[src/rtl/uart_trig_pkg.sv]
package uart_trig_pkg;
  typedef enum logic [2:0] {
    ST_IDLE,
    ST_START,
    ST_DATA,
    ST_PARITY,
    ST_STOP
  } rx_state_t;

  localparam logic [1:0] PAR_EVEN = 2'd1;
  localparam logic [1:0] PAR_ODD  = 2'd2;

  typedef struct packed {
    logic [7:0] data;
    logic       err;
  } frame_t;
endpackage

[src/rtl/uart_trig_sync.sv]
module uart_trig_sync #(
  parameter int STAGES = 2
) (
  input  logic clk,
  input  logic rst_n,
  input  logic d_i,
  output logic q_o
);
  logic [STAGES-1:0] sr_q;
  logic [STAGES-1:0] sr_n;

  always_comb begin
    sr_n = {sr_q[STAGES-2:0], d_i};
  end

  always_ff @(posedge clk or negedge rst_n) begin
    if (!rst_n) sr_q <= '1;
    else        sr_q <= sr_n;
  end

  assign q_o = sr_q[STAGES-1];
endmodule

[src/rtl/uart_trig_tick.sv]
module uart_trig_tick #(
  parameter int DIV_W = 16
) (
  input  logic             clk,
  input  logic             rst_n,
  input  logic [DIV_W-1:0] div_i,
  output logic             tick_o
);
  logic [DIV_W-1:0] cnt_q;
  logic [DIV_W-1:0] cnt_n;
  logic             wrap;

  assign wrap = (cnt_q >= div_i);

  always_comb begin
    cnt_n = wrap ? '0 : cnt_q + 1'b1;
  end

  always_ff @(posedge clk or negedge rst_n) begin
    if (!rst_n) cnt_q <= '0;
    else        cnt_q <= cnt_n;
  end

  assign tick_o = wrap;
endmodule

[src/rtl/uart_trig_rx.sv]
module uart_trig_rx
  import uart_trig_pkg::*;
#(
  parameter int OVS = 16
) (
  input  logic       clk,
  input  logic       rst_n,
  input  logic       tick_i,
  input  logic       rx_s_i,
  input  logic       data8_i,
  input  logic [1:0] par_mode_i,
  output logic       done_o,
  output frame_t     frame_o
);
  localparam int CW = $clog2(OVS);
  localparam logic [CW-1:0] MID  = CW'(OVS/2 - 1);
  localparam logic [CW-1:0] LAST = CW'(OVS - 1);

  rx_state_t   state_q, state_n;
  logic [CW-1:0] cnt_q, cnt_n;
  logic [2:0]  bit_q, bit_n;
  logic [7:0]  sh_q, sh_n;
  logic        acc_q, acc_n;
  logic        perr_q, perr_n;
  logic        done_q, done_n;
  frame_t      frm_q, frm_n;
  logic        par_en;
  logic [2:0]  last_bit;

  assign par_en   = (par_mode_i == PAR_EVEN) || (par_mode_i == PAR_ODD);
  assign last_bit = data8_i ? 3'd7 : 3'd6;

  always_comb begin
    state_n = state_q;
    cnt_n   = cnt_q;
    bit_n   = bit_q;
    sh_n    = sh_q;
    acc_n   = acc_q;
    perr_n  = perr_q;
    done_n  = 1'b0;
    frm_n   = frm_q;
    case (state_q)
      ST_IDLE: begin
        if (tick_i && !rx_s_i) begin
          state_n = ST_START;
          cnt_n   = '0;
        end
      end
      ST_START: begin
        if (tick_i) begin
          if (cnt_q == MID) begin
            cnt_n  = '0;
            bit_n  = '0;
            acc_n  = 1'b0;
            perr_n = 1'b0;
            state_n = rx_s_i ? ST_IDLE : ST_DATA;
          end else begin
            cnt_n = cnt_q + 1'b1;
          end
        end
      end
      ST_DATA: begin
        if (tick_i) begin
          if (cnt_q == LAST) begin
            cnt_n        = '0;
            sh_n[bit_q]  = rx_s_i;
            acc_n        = acc_q ^ rx_s_i;
            if (bit_q == last_bit) state_n = par_en ? ST_PARITY : ST_STOP;
            else                   bit_n   = bit_q + 1'b1;
          end else begin
            cnt_n = cnt_q + 1'b1;
          end
        end
      end
      ST_PARITY: begin
        if (tick_i) begin
          if (cnt_q == LAST) begin
            cnt_n   = '0;
            perr_n  = rx_s_i ^ acc_q ^ (par_mode_i == PAR_ODD);
            state_n = ST_STOP;
          end else begin
            cnt_n = cnt_q + 1'b1;
          end
        end
      end
      ST_STOP: begin
        if (tick_i) begin
          if (cnt_q == LAST) begin
            cnt_n      = '0;
            done_n     = 1'b1;
            frm_n.data = data8_i ? sh_q : {1'b0, sh_q[6:0]};
            frm_n.err  = perr_q | ~rx_s_i;
            state_n    = ST_IDLE;
          end else begin
            cnt_n = cnt_q + 1'b1;
          end
        end
      end
      default: state_n = ST_IDLE;
    endcase
  end

  always_ff @(posedge clk or negedge rst_n) begin
    if (!rst_n) begin
      state_q <= ST_IDLE;
      cnt_q   <= '0;
      bit_q   <= '0;
      sh_q    <= '0;
      acc_q   <= 1'b0;
      perr_q  <= 1'b0;
      done_q  <= 1'b0;
      frm_q   <= '0;
    end else begin
      state_q <= state_n;
      cnt_q   <= cnt_n;
      bit_q   <= bit_n;
      sh_q    <= sh_n;
      acc_q   <= acc_n;
      perr_q  <= perr_n;
      done_q  <= done_n;
      frm_q   <= frm_n;
    end
  end

  assign done_o  = done_q;
  assign frame_o = frm_q;
endmodule

[src/rtl/uart_trig_match.sv]
module uart_trig_match
  import uart_trig_pkg::*;
#(
  parameter int MAX_PAT = 4,
  localparam int IW = (MAX_PAT > 1) ? $clog2(MAX_PAT) : 1
) (
  input  logic                 clk,
  input  logic                 rst_n,
  input  logic                 done_i,
  input  frame_t               frame_i,
  input  logic [IW-1:0]        pat_len_i,
  input  logic [MAX_PAT*8-1:0] pat_value_i,
  input  logic [MAX_PAT*8-1:0] pat_mask_i,
  output logic                 trig_o,
  output logic [7:0]           byte_o,
  output logic                 err_o
);
  logic [MAX_PAT-1:0] hit;
  logic [IW-1:0]      idx_q, idx_n;
  logic               trig_q, trig_n;
  logic [7:0]         byte_q, byte_n;
  logic               err_q, err_n;

  for (genvar k = 0; k < MAX_PAT; k++) begin : g_cmp
    assign hit[k] = (((frame_i.data ^ pat_value_i[8*k +: 8]) & pat_mask_i[8*k +: 8]) == 8'h00);
  end

  always_comb begin
    idx_n  = idx_q;
    trig_n = 1'b0;
    byte_n = byte_q;
    err_n  = err_q;
    if (done_i) begin
      byte_n = frame_i.data;
      err_n  = frame_i.err;
      if (frame_i.err) begin
        idx_n = '0;
      end else if (hit[idx_q]) begin
        if (idx_q >= pat_len_i) begin
          trig_n = 1'b1;
          idx_n  = '0;
        end else begin
          idx_n = idx_q + 1'b1;
        end
      end else if (hit[0]) begin
        if (pat_len_i == '0) begin
          trig_n = 1'b1;
          idx_n  = '0;
        end else begin
          idx_n = IW'(1);
        end
      end else begin
        idx_n = '0;
      end
    end
  end

  always_ff @(posedge clk or negedge rst_n) begin
    if (!rst_n) begin
      idx_q  <= '0;
      trig_q <= 1'b0;
      byte_q <= '0;
      err_q  <= 1'b0;
    end else begin
      idx_q  <= idx_n;
      trig_q <= trig_n;
      byte_q <= byte_n;
      err_q  <= err_n;
    end
  end

  assign trig_o = trig_q;
  assign byte_o = byte_q;
  assign err_o  = err_q;
endmodule

[src/rtl/uart_seq_trigger.sv]
module uart_seq_trigger
  import uart_trig_pkg::*;
#(
  parameter int DIV_W   = 16,
  parameter int OVS     = 16,
  parameter int MAX_PAT = 4,
  parameter int SYNC    = 2,
  localparam int IW = (MAX_PAT > 1) ? $clog2(MAX_PAT) : 1
) (
  input  logic                 clk,
  input  logic                 rst_n,
  input  logic                 rx_i,
  input  logic [DIV_W-1:0]     baud_div_i,
  input  logic                 data8_i,
  input  logic [1:0]           parity_mode_i,
  input  logic [IW-1:0]        pat_len_i,
  input  logic [MAX_PAT*8-1:0] pat_value_i,
  input  logic [MAX_PAT*8-1:0] pat_mask_i,
  output logic                 trig_o,
  output logic [7:0]           rx_byte_o,
  output logic                 rx_err_o
);
  logic   rx_s;
  logic   tick;
  logic   frm_done;
  frame_t frm;

  uart_trig_sync #(.STAGES(SYNC)) u_sync (
    .clk(clk), .rst_n(rst_n), .d_i(rx_i), .q_o(rx_s)
  );

  uart_trig_tick #(.DIV_W(DIV_W)) u_tick (
    .clk(clk), .rst_n(rst_n), .div_i(baud_div_i), .tick_o(tick)
  );

  uart_trig_rx #(.OVS(OVS)) u_rx (
    .clk(clk), .rst_n(rst_n), .tick_i(tick), .rx_s_i(rx_s),
    .data8_i(data8_i), .par_mode_i(parity_mode_i),
    .done_o(frm_done), .frame_o(frm)
  );

  uart_trig_match #(.MAX_PAT(MAX_PAT)) u_match (
    .clk(clk), .rst_n(rst_n), .done_i(frm_done), .frame_i(frm),
    .pat_len_i(pat_len_i), .pat_value_i(pat_value_i), .pat_mask_i(pat_mask_i),
    .trig_o(trig_o), .byte_o(rx_byte_o), .err_o(rx_err_o)
  );
endmodule

[config.mk]
export PLATFORM = sky130hd
export DESIGN_NAME = uart_seq_trigger
export DESIGN_NICKNAME = d
export VERILOG_FILES = /design/src/rtl/uart_trig_pkg.sv /design/src/rtl/uart_trig_sync.sv /design/src/rtl/uart_trig_tick.sv /design/src/rtl/uart_trig_rx.sv /design/src/rtl/uart_trig_match.sv /design/src/rtl/uart_seq_trigger.sv
export SDC_FILE = /design/constraint.sdc
export NUM_CORES = 1
export LEC_CHECK = 0
export BUFFER_PORTS_ARGS = -buffer_cell sky130_fd_sc_hd__buf_2
export CAP_MARGIN = 20
export CORE_MARGIN = 1
export CORE_UTILIZATION = 55
export DETAILED_ROUTE_END_ITERATION = 8
export PLACE_DENSITY = 0.89
export SETUP_SLACK_MARGIN = 0.3
export SYNTH_ARGS = -nofsm -noshare
export SYNTH_HDL_FRONTEND = slang
export SYNTH_SLANG_ARGS = --single-unit
[constraint.sdc]
create_clock -name clk -period 4.7 [get_ports clk]
set_input_delay 0.94 -clock clk [delete_from_list [all_inputs] [get_ports clk]]
set_output_delay 0.94 -clock clk [all_outputs]
set_load 0.1 [all_outputs]
==> impl_metrics.tcl, run 1 <==
set metrics [dict create \
    vias 3281 \
    crit_chain "buf_2, inv_1, ha_1, o21a_1, o21ai_0, a211oi_1, a2111o_1, nand4_4, mux2_2" \
    ios 98 \
    cp-start-kind "input pin" \
    drive_gt1_share_pct 30.1 \
    ys_types 54 \
    power_density_nw_per_um2 319 \
    fmax_ghz 0.292 \
    routed_wl_um 8660 \
    rsz0062_at_grt "no" \
    post_cts_buffers 0 \
    cp-startpoint "baud_div_i[6]" \
    cap_viol_max_count 0 \
    cp_max_fo 30 \
    reg2reg_to "u_rx.frame_o[4]" \
    crit_arrival_ps 3640 \
    drv_slew 0 \
    avgSynthCellArea_sq_um 9.87 \
    row_count 30 \
    fillers 484 \
    relSlewSlack_pct 30.8 \
    grt_max_degree 61 \
    htreeDepth 3 \
    cts_buffers 9 \
    ys_ff_latch 60 \
    required_ps 4920 \
    cts_tree "done" \
    path_clk_slew_ps 60 \
    ys_seq_area_share_pct 38.8 \
    status "completed" \
    finish.instance_area_sq_um 4570 \
    wire_per_inst_um 14.9 \
    ant_nets 0 \
    postCtsHoldBufs 0 \
    drtIter0Drc 260 \
    yosys_most_used_dff "dfrtp_1" \
    grt_pass1_vias 3080 \
    holdPathEnd "u_sync.sr_q[1]" \
    slowest_delay_ps 920 \
    path_delay_family "compound AO/OA/AOI/OAI gates" \
    r2r_slack_ps 1520 \
    ys_warn_count 0 \
    r2r_start "u_tick.cnt_q[6]" \
    synth.area.top_cells "dfrtp_1, xor2_1, mux2_2, ha_1, inv_1" \
    grt_first_pass_wirelength_um 14000 \
    drc 0 \
    drt-pass1-iter-count 5 \
    port_buffers 97 \
    crit_path_top_delay_cell "a2111o_1" \
    netlist_area_sq_um 3880 \
    cts_sinks 60 \
    fp.coreArea_sq_um 6790 \
    r2r_cells 7 \
    hold_viol 0 \
    tns_ps 0 \
    synthArstFlopShare_pct 100 \
    fin_crit_sh_pct 72.8 \
    post_cts_resized 0 \
    min_path_type "register to register" \
    criticalPathCategory "input pin to register" \
    die_h_um 86.0 \
    clock_latency_ps 340 \
    area_delta_synth_final_pct 17.8 \
    place_area_sq_um 4390 \
    netlist.area_leader.share_pct 37.4 \
    start_util_pct 57.1 \
    path_buf_inv 2 \
    clk_path_buf_depth 2 \
    nNetsFinal 591 \
    antenna_found_initial 0 \
    grt_remaining_overflow 0 \
    setup_viol 0 \
    dpl.hpwl_um 6450 \
    syn_inst 393 \
    dieArea_sq_um 7390 \
    power.leakage_uw 0.00244 \
    routed_via_density 5.65 \
    fin_hold_ws_ps 355 \
    die_x_um 86.0 \
    diodes 0 \
    hold_depth 0 \
    track_usage_pct 24.4 \
    min_period_ps 3420 \
    max_slew.worst_pin.slew_ps 1040 \
    place_congestion 0.879 \
    synthesis.nets 503 \
    ctsRootBufferMaster "clkbuf_8" \
    yosysTopAreaCell "dfrtp_1" \
    fin_skew_ps 4.83 \
    min-delay-start "u_sync.sr_q[0]" \
    end_kind "register" \
    peakVddDrop_uv 174 \
    synth_edf_count 0 \
]
==> synth_stat cells (2+ instances only) <==
cell,count
a2111oi_4,2
a211oi_1,2
a21o_1,3
a21oi_1,13
a222oi_1,3
a22oi_1,10
a31oi_1,2
a32o_1,2
and2_1,2
and3_1,7
buf_2,9
buf_6,2
clkbuf_1,10
dfrtp_1,58
dfstp_2,2
ha_1,22
inv_1,28
mux2_2,26
mux2i_1,4
nand2_1,22
nand2b_1,4
nand3_1,17
nand3b_1,2
nand4_1,6
nor2_1,27
nor2b_1,5
nor3_1,8
nor4_1,2
o21a_1,4
o21ai_0,10
o21bai_1,2
o22ai_1,2
o31ai_1,2
o32ai_1,2
o41ai_1,2
or3_1,6
xnor2_1,7
xor2_1,40
==> metal layers <==
layer / track usage (%) / up-vias / share of wire [%]
met2: 39.3 / 114 / 50
li1: - / 1567 / -
met5: 0 / - / 0
met1: 30.8 / 1575 / 42
met3: 7.60 / 25 / 6.5
met4: 9.09 / 0 / 1.5
==> registers in the layout, indices dropped and copies added (netlist names) <==
register,flops
u_match.trig_o,1
u_rx.acc_q,1
u_rx.state_q,3
u_rx.sh_q,8
u_sync.sr_q,2
u_tick.cnt_q,16
u_match.idx_q,2
u_rx.done_o,1
u_rx.perr_q,1
u_rx.frame_o,9
u_rx.bit_q,3
u_match.err_o,1
u_rx.cnt_q,4
u_match.byte_o,8
==> metrics by stage <==
step	instances	utilization, %	setup slack [ps]	total power (uW)
floorplan	393	-	1700	914
global placement	566	64.6	1060	1000
detailed placement	566	64.6	960	1030
CTS	581	67.3	1280	1470
global route	581	67.3	1140	1550
finish	581	67.3	1280	1460
==> logic make-up (layout without fill, tap and decap cells) <==
family | after synthesis | after routing | synth area share [%]
buffers and inverters | 49 | 141 | 5.42
and+or+nand+nor | 114 | 114 | 15.4
DFF | 60 | 60 | 38.8
AOI/OAI and AO/OA | 70 | 70 | 13.8
adders and majority gates | 22 | 22 | 7.10
muxes | 31 | 31 | 8.87
xor gates and xnor gates | 47 | 47 | 10.6
==> placed cells by master (no fill, tap or decap), types with 7 or more instances in the layout <==
| master | count |
|---|---|
| xor2_1 | 40 |
| xnor2_1 | 7 |
| buf_2 | 97 |
| o21ai_0 | 10 |
| nor2_1 | 27 |
| dfrtp_1 | 58 |
| ha_1 | 22 |
| inv_1 | 28 |
| and3_1 | 7 |
| nand3_1 | 17 |
| nand2_1 | 22 |
| nor3_1 | 8 |
| mux2_2 | 26 |
| a22oi_1 | 10 |
| a21oi_1 | 13 |
| clkbuf_8 | 10 |
==> worst reg2reg max path: stages, from the launching register on <==
cell and delay (ps):
dfrtp_1 440, ha_1 330, o21a_1 120, o21ai_0 70
a211oi_1 440, a2111o_1 920, nand4_4 370, mux2_2 380
==> worst max path at each step <==
stage / slack, ps / depth (start not counted) / end
after CTS: 1280 / 9 / u_rx.frame_o[4]
after global routing: 1140 / 9 / u_rx.frame_o[4]
after detailed placement: 960 / 9 / u_rx.frame_o[4]
after global placement: 1060 / 9 / u_rx.frame_o[6]
final: 1280 / 9 / u_rx.frame_o[4]
after floorplan: 1700 / 9 / u_rx.sh_q[0]
==> report_power, final <==
group,switching [uW],total [uW],leakage (uW),internal [uW]
Combinational,192,371,0.00155,179
Clock,179,435,0.0000935,256
Sequential,79.7,652,0.000788,572
Total,451,1460,0.00244,1010
==> final cells by class <==
| type | instances | area, sq um | area share, % |
|---|---|---|---|
| inverters | 28 | 105 | 2.30 |
| well taps | 96 | 120 | 2.63 |
| repair buffers | 98 | 493 | 10.8 |
| clock inverters | 2 | 35.0 | 0.766 |
| flip-flops and latches | 60 | 1500 | 32.9 |
| multi-input cells | 284 | 2160 | 47.4 |
| clock buffers | 13 | 149 | 3.26 |
No activity file was read; power rests on OpenSTA's default activity.
==> run 2: changes to the inputs <==
--- a/config.mk
+++ b/config.mk
@@ -8,9 +8,9 @@
 export BUFFER_PORTS_ARGS = -buffer_cell sky130_fd_sc_hd__buf_2
 export CAP_MARGIN = 20
 export CORE_MARGIN = 1
-export CORE_UTILIZATION = 55
+export CORE_UTILIZATION = 54
 export DETAILED_ROUTE_END_ITERATION = 8
-export PLACE_DENSITY = 0.89
+export PLACE_DENSITY = 0.88
 export SETUP_SLACK_MARGIN = 0.3
 export SYNTH_ARGS = -nofsm -noshare
 export SYNTH_HDL_FRONTEND = slang
==> constraint.sdc (replaced) <==
create_clock -name clk -period 3.37 [get_ports clk]
set_input_delay 0.674 -clock clk [delete_from_list [all_inputs] [get_ports clk]]
set_output_delay 0.674 -clock clk [all_outputs]
set_load 0.1 [all_outputs]
==> run 2 against run 1 <==
Effect of this change: clock power rose by 57%; first-iteration DRC count decreased by 1.2%; sequential share of layout area shrank 0.26 points; register-to-register slack worse by 990 ps; critical endpoint is now u_rx.state_q[2]; clock-buffer cell count shrank 3; largest cell class unchanged; sequential power grew 40%; via count up 3.8%.
==> impl_metrics.tcl, run 2 (synthesized netlist as in run 1, its figures left out) <==
set metrics [dict create \
    status "completed" \
    track_usage_pct 26.2 \
    fp.coreArea_sq_um 6870 \
    fin_skew_ps 9.94 \
    routed_via_density 5.84 \
    tns_ps 0 \
    slowest_delay_ps 660 \
    postCtsHoldBufs 0 \
    place_congestion 0.937 \
    nNetsFinal 593 \
    path_clk_slew_ps 70 \
    post_cts_resized 0 \
    multi_input_area_sq_um 2160 \
    fillers 513 \
    area_delta_synth_final_pct 18.8 \
    largest_reg_flops 16 \
    start_util_pct 56.5 \
    seq_area_sq_um 1500 \
    clock_latency_ps 340 \
    final_util_pct 67.1 \
    drt-pass1-iter-count 5 \
    antenna_found_initial 0 \
    grt_max_degree 29 \
    setup_viol 0 \
    min_path_type "input pin to async pin" \
    die_h_um 86.8 \
    cts_tree "done" \
    drive_gt1_share_pct 30.8 \
    grt_first_pass_wirelength_um 15100 \
    dieArea_sq_um 7530 \
    relSlewSlack_pct 54.5 \
    criticalPathCategory "register to register" \
    dpl.hpwl_um 7190 \
    required_ps 3650 \
    row_count 30 \
    ios 98 \
    power.leakage_uw 0.00245 \
    grt_pass1_vias 3284 \
    cp_max_fo 19 \
    ctsRootBufferMaster "clkbuf_8" \
    wire_per_inst_um 16.1 \
    power_density_nw_per_um2 460 \
    regMostFlops "u_tick.cnt_q" \
    place_area_sq_um 4400 \
    power_uw 2120 \
    diodes 0 \
    cts_sinks 60 \
    cp-start-kind "register" \
    peakVddDrop_uv 257 \
    cts_buffers 9 \
    clk_path_buf_depth 2 \
    drv_slew 0 \
    fmax_ghz 0.352 \
    drtIter0Drc 257 \
    layout_commonest_cell "buf_2" \
    rsz0062_at_grt "no" \
    die_x_um 86.8 \
    finish.instance_area_sq_um 4610 \
    htreeDepth 3 \
    cap_viol_max_count 0 \
    port_buffers 97 \
    end_kind "register" \
    grt_remaining_overflow 0 \
    ant_nets 0 \
    hold_viol 0 \
    vias 3405 \
    max_slew.worst_pin.slew_ps 682 \
    drc 0 \
    layout_common_cells "buf_2, dfrtp_1, xor2_1" \
    crit_arrival_ps 3110 \
    fin_crit_sh_pct 84.2 \
    routed_wl_um 9370 \
    crit_path_top_delay_cell "a2111o_1" \
    crit_chain "inv_1, ha_1, nand2b_4, a2111oi_4, o31ai_2, a2111o_1, buf_4, o31ai_1, a32o_1" \
    min_period_ps 2840 \
    post_cts_buffers 0 \
]
run 2: changes by cell type in the layout (fill, tap and decap cells not counted):
cell	previous run	this run
clkbuf_1	3	1
clkinvlp_4	0	1
clkbuf_8	10	9
buf_4	1	3
bufinv_16	1	2
clkinv_2	1	2
run 2: path summary, 6_finish.rpt:
path | startpoint | to | slack, ps | cells after the start
hold reg to reg | u_sync.sr_q[0] | u_sync.sr_q[1] | 360 | 0
setup reg to reg | u_tick.cnt_q[0] | u_rx.state_q[2] | 530 | 9
setup / recovery | u_tick.cnt_q[0] | u_rx.state_q[2] | 530 | 9
hold / removal | rst_n | u_match.byte_o[0] | 340 | 1
min in group clk | u_sync.sr_q[0] | u_sync.sr_q[1] | 360 | 0
max in group asynchronous | rst_n | u_sync.sr_q[1] | 2310 | 2
run 2: final cells by class:
| type | instances | area share (%) |
|---|---|---|
| clock buffers | 10 | 2.77 |
| clock inverters | 5 | 1.68 |
| inverters | 28 | 2.28 |
| multi-input cells | 284 | 47.0 |
| flip-flops and latches | 60 | 32.6 |
| well taps | 96 | 2.61 |
| repair buffers | 100 | 11.0 |
run 2: layer usage:
metal  vias up  track usage, %  wire, um
met1      1665            33.0      3870
met4         0            13.8       278
met2       136            43.0      4700
li1       1572               -         -
met5         -               0         0
met3        32            5.24       517
run 2: through the flow:
step	setup slack [ps]	hold WS [ps]	std cells
after global placement	341	347	568
after detailed placement	230	350	568
after CTS	542	350	583
after global routing	403	364	583
final	532	337	583
after floorplan	638	345	393
run 2: report_power, final:
group	switching [uW]	internal (uW)
clock	274	409
combinational	272	251
sequential	113	798
total	660	1460
run 2: worst max-delay path: cells and delay by family, from the launching register on:
| family | cells | cell delay, ps |
|---|---|---|
| AO/OA/AOI/OAI | 5 | 1530 |
| adder cells (fa/ha/maj) | 1 | 270 |
| buffers and inverters | 2 | 380 |
| flip-flops | 1 | 430 |
| AND/OR/NAND/NOR | 1 | 150 |
==> run 3: changes to the inputs <==
==> constraint.sdc (replaced) <==
create_clock -name clk -period 2.7 [get_ports clk]
set_input_delay 0.54 -clock clk [delete_from_list [all_inputs] [get_ports clk]]
set_output_delay 0.54 -clock clk [all_outputs]
set_load 0.1 [all_outputs]
==> run 3 against run 2 <==
Effect of this change: clock skew barely moved; final area is 7.9% higher; flip-flop and latch count stayed put; core utilization increased by 5.3 points; global-route usage rose by 4.1 points; setup slack worse by 270 ps; critical path depth down 1; worst hold slack lost 140 ps; die area stayed put; highest routed layer unchanged.
==> impl_metrics.tcl, run 3 (synthesized netlist as in run 1, its figures left out) <==
set metrics [dict create \
    grt_first_pass_wirelength_um 17200 \
    fin_crit_sh_pct 90.4 \
    power_density_nw_per_um2 589 \
    relSlewSlack_pct 61.8 \
    place_area_sq_um 4530 \
    top_usage_layer "met2" \
    fin_skew_ps 9.44 \
    wire_per_inst_um 18.5 \
    crit_arrival_ps 2660 \
    drtIter0Drc 309 \
    largest_reg_flops 16 \
    die_h_um 86.8 \
    tns_ps 0 \
    area_delta_synth_final_pct 28.2 \
    cts_tree "done" \
    clk_path_buf_depth 2 \
    status "completed" \
    row_count 30 \
    cts_buffers 9 \
    path_clk_slew_ps 70 \
    crit_path_top_delay_cell "a2111o_2" \
    start_util_pct 56.5 \
    die_x_um 86.8 \
    min_period_ps 2440 \
    grt_remaining_overflow 0 \
    routed_via_density 6.02 \
    fmax_ghz 0.410 \
    drive_gt1_share_pct 37.5 \
    port_buffers 97 \
    ios 98 \
    required_ps 2920 \
    grt_max_degree 39 \
    cts_sinks 60 \
    use_met3_pct 7.05 \
    cp_max_fo 8 \
    path_delay_family "compound AO/OA/AOI/OAI gates" \
    nNetsFinal 612 \
    rsz0062_at_grt "yes" \
    power.leakage_uw 0.00262 \
    max_slew.worst_pin.slew_ps 573 \
    criticalPathCategory "register to register" \
    finish.instance_area_sq_um 4970 \
    grt_pass1_vias 3540 \
    r2r_slack_ps 260 \
    fp.coreArea_sq_um 6870 \
    postCtsHoldBufs 0 \
    ctsRootBufferMaster "clkbuf_8" \
    cap_viol_max_count 0 \
    r2r_cells 8 \
    power_uw 2930 \
    fillers 468 \
    final_cell_count_no_fill 602 \
    slowest_delay_ps 560 \
    layout_common_cells "buf_2, dfrtp_1, xor2_1" \
    track_usage_pct 30.4 \
    vias 3623 \
    place_congestion 0.875 \
    drv_slew 0 \
    dpl.hpwl_um 7310 \
    layout_commonest_cell "buf_2" \
    htreeDepth 3 \
    use_met1_pct 36.9 \
    end_kind "register" \
    routed_wl_um 11200 \
    drc 0 \
    antenna_found_initial 0 \
    ant_nets 0 \
    setup_viol 0 \
    place_inst 574 \
    reg2reg_to "u_rx.frame_o[5]" \
    hold_viol 0 \
    crit_chain "inv_2, ha_4, nand2b_4, a2111oi_4, o31ai_2, a2111o_2, nand4_2, mux2_2" \
    min_path_type "input pin to async pin" \
    cp-start-kind "register" \
    r2r_start "u_tick.cnt_q[0]" \
    regMostFlops "u_tick.cnt_q" \
    path_buf_inv 1 \
    drt-pass1-iter-count 5 \
    diodes 0 \
    dieArea_sq_um 7530 \
    use_met2_pct 50.9 \
    clock_latency_ps 340 \
    peakVddDrop_uv 355 \
]
-- run 3: cell count changes in the layout (fill, tap and decap cells not counted), sizes merged --
cell,change
clkinv,-1
buf,+18
clkbuf,+1
nand4,+1
-- run 3: worst max-delay path by stage --
stage	depth (start not counted)	start	endpoint	slack [ps]
after floorplan	8	baud_div_i[0]	u_rx.sh_q[2]	280
after global placement	10	baud_div_i[5]	u_rx.bit_q[0]	60
after detailed placement	10	baud_div_i[5]	u_rx.bit_q[0]	3
after CTS	9	u_tick.cnt_q[0]	u_rx.bit_q[0]	180
after global routing	10	u_tick.cnt_q[0]	u_rx.cnt_q[2]	190
final	8	u_tick.cnt_q[0]	u_rx.frame_o[5]	260
-- run 3: through the flow --
stage / hold WS (ps) / util, % / setup WS, ps
3_5_place_dp: 353 / 66.0 / 3.33
3_3_place_gp: 349 / 66.0 / 60.4
2_1_floorplan: 244 / - / 284
4_1_cts: 197 / 71.3 / 184
6_report: 194 / 72.4 / 260
5_1_grt: 219 / 72.4 / 188
-- run 3: timing repair --
action	in CTS	in global routing
pin swaps	10	6
setup endpoints to repair	22	42
gates cloned	3	0
setup buffers	5	5
gates resized for setup	15	10
-- run 3: report_power, final --
part           switching [uW]  internal (uW)  leakage (uW)
Sequential                128            996      0.000787
Combinational             452            445       0.00172
Clock                     347            563      0.000111
-- run 3: final cells by class --
cell class	count	area [sq um]	share of cell area (%)
clock inverter	4	72.6	1.46
timing repair buffer	118	699	14.1
inverter	28	105	2.11
sequential	60	1510	30.3
tap	96	120	2.42
multi-input combinational	285	2320	46.6
clock buffer	11	151	3.04
-- run 3: worst reg2reg max path, delay by kind of cell, from the launching register on --
family,cells,cell delay [ps]
AO/OA/AOI/OAI,3,970
multiplexers,1,360
adder cells (fa/ha/maj),1,190
buffers and inverters,1,70
AND/OR/NAND/NOR,2,340
flip-flops,1,400
-- run 3: routing by layer --
metal | part of all wire (%) | wire length (um)
met1 | 39 | 4370
met2 | 51 | 5710
met3 | 6.4 | 709
met4 | 3.3 | 365
met5 | 0 | 0
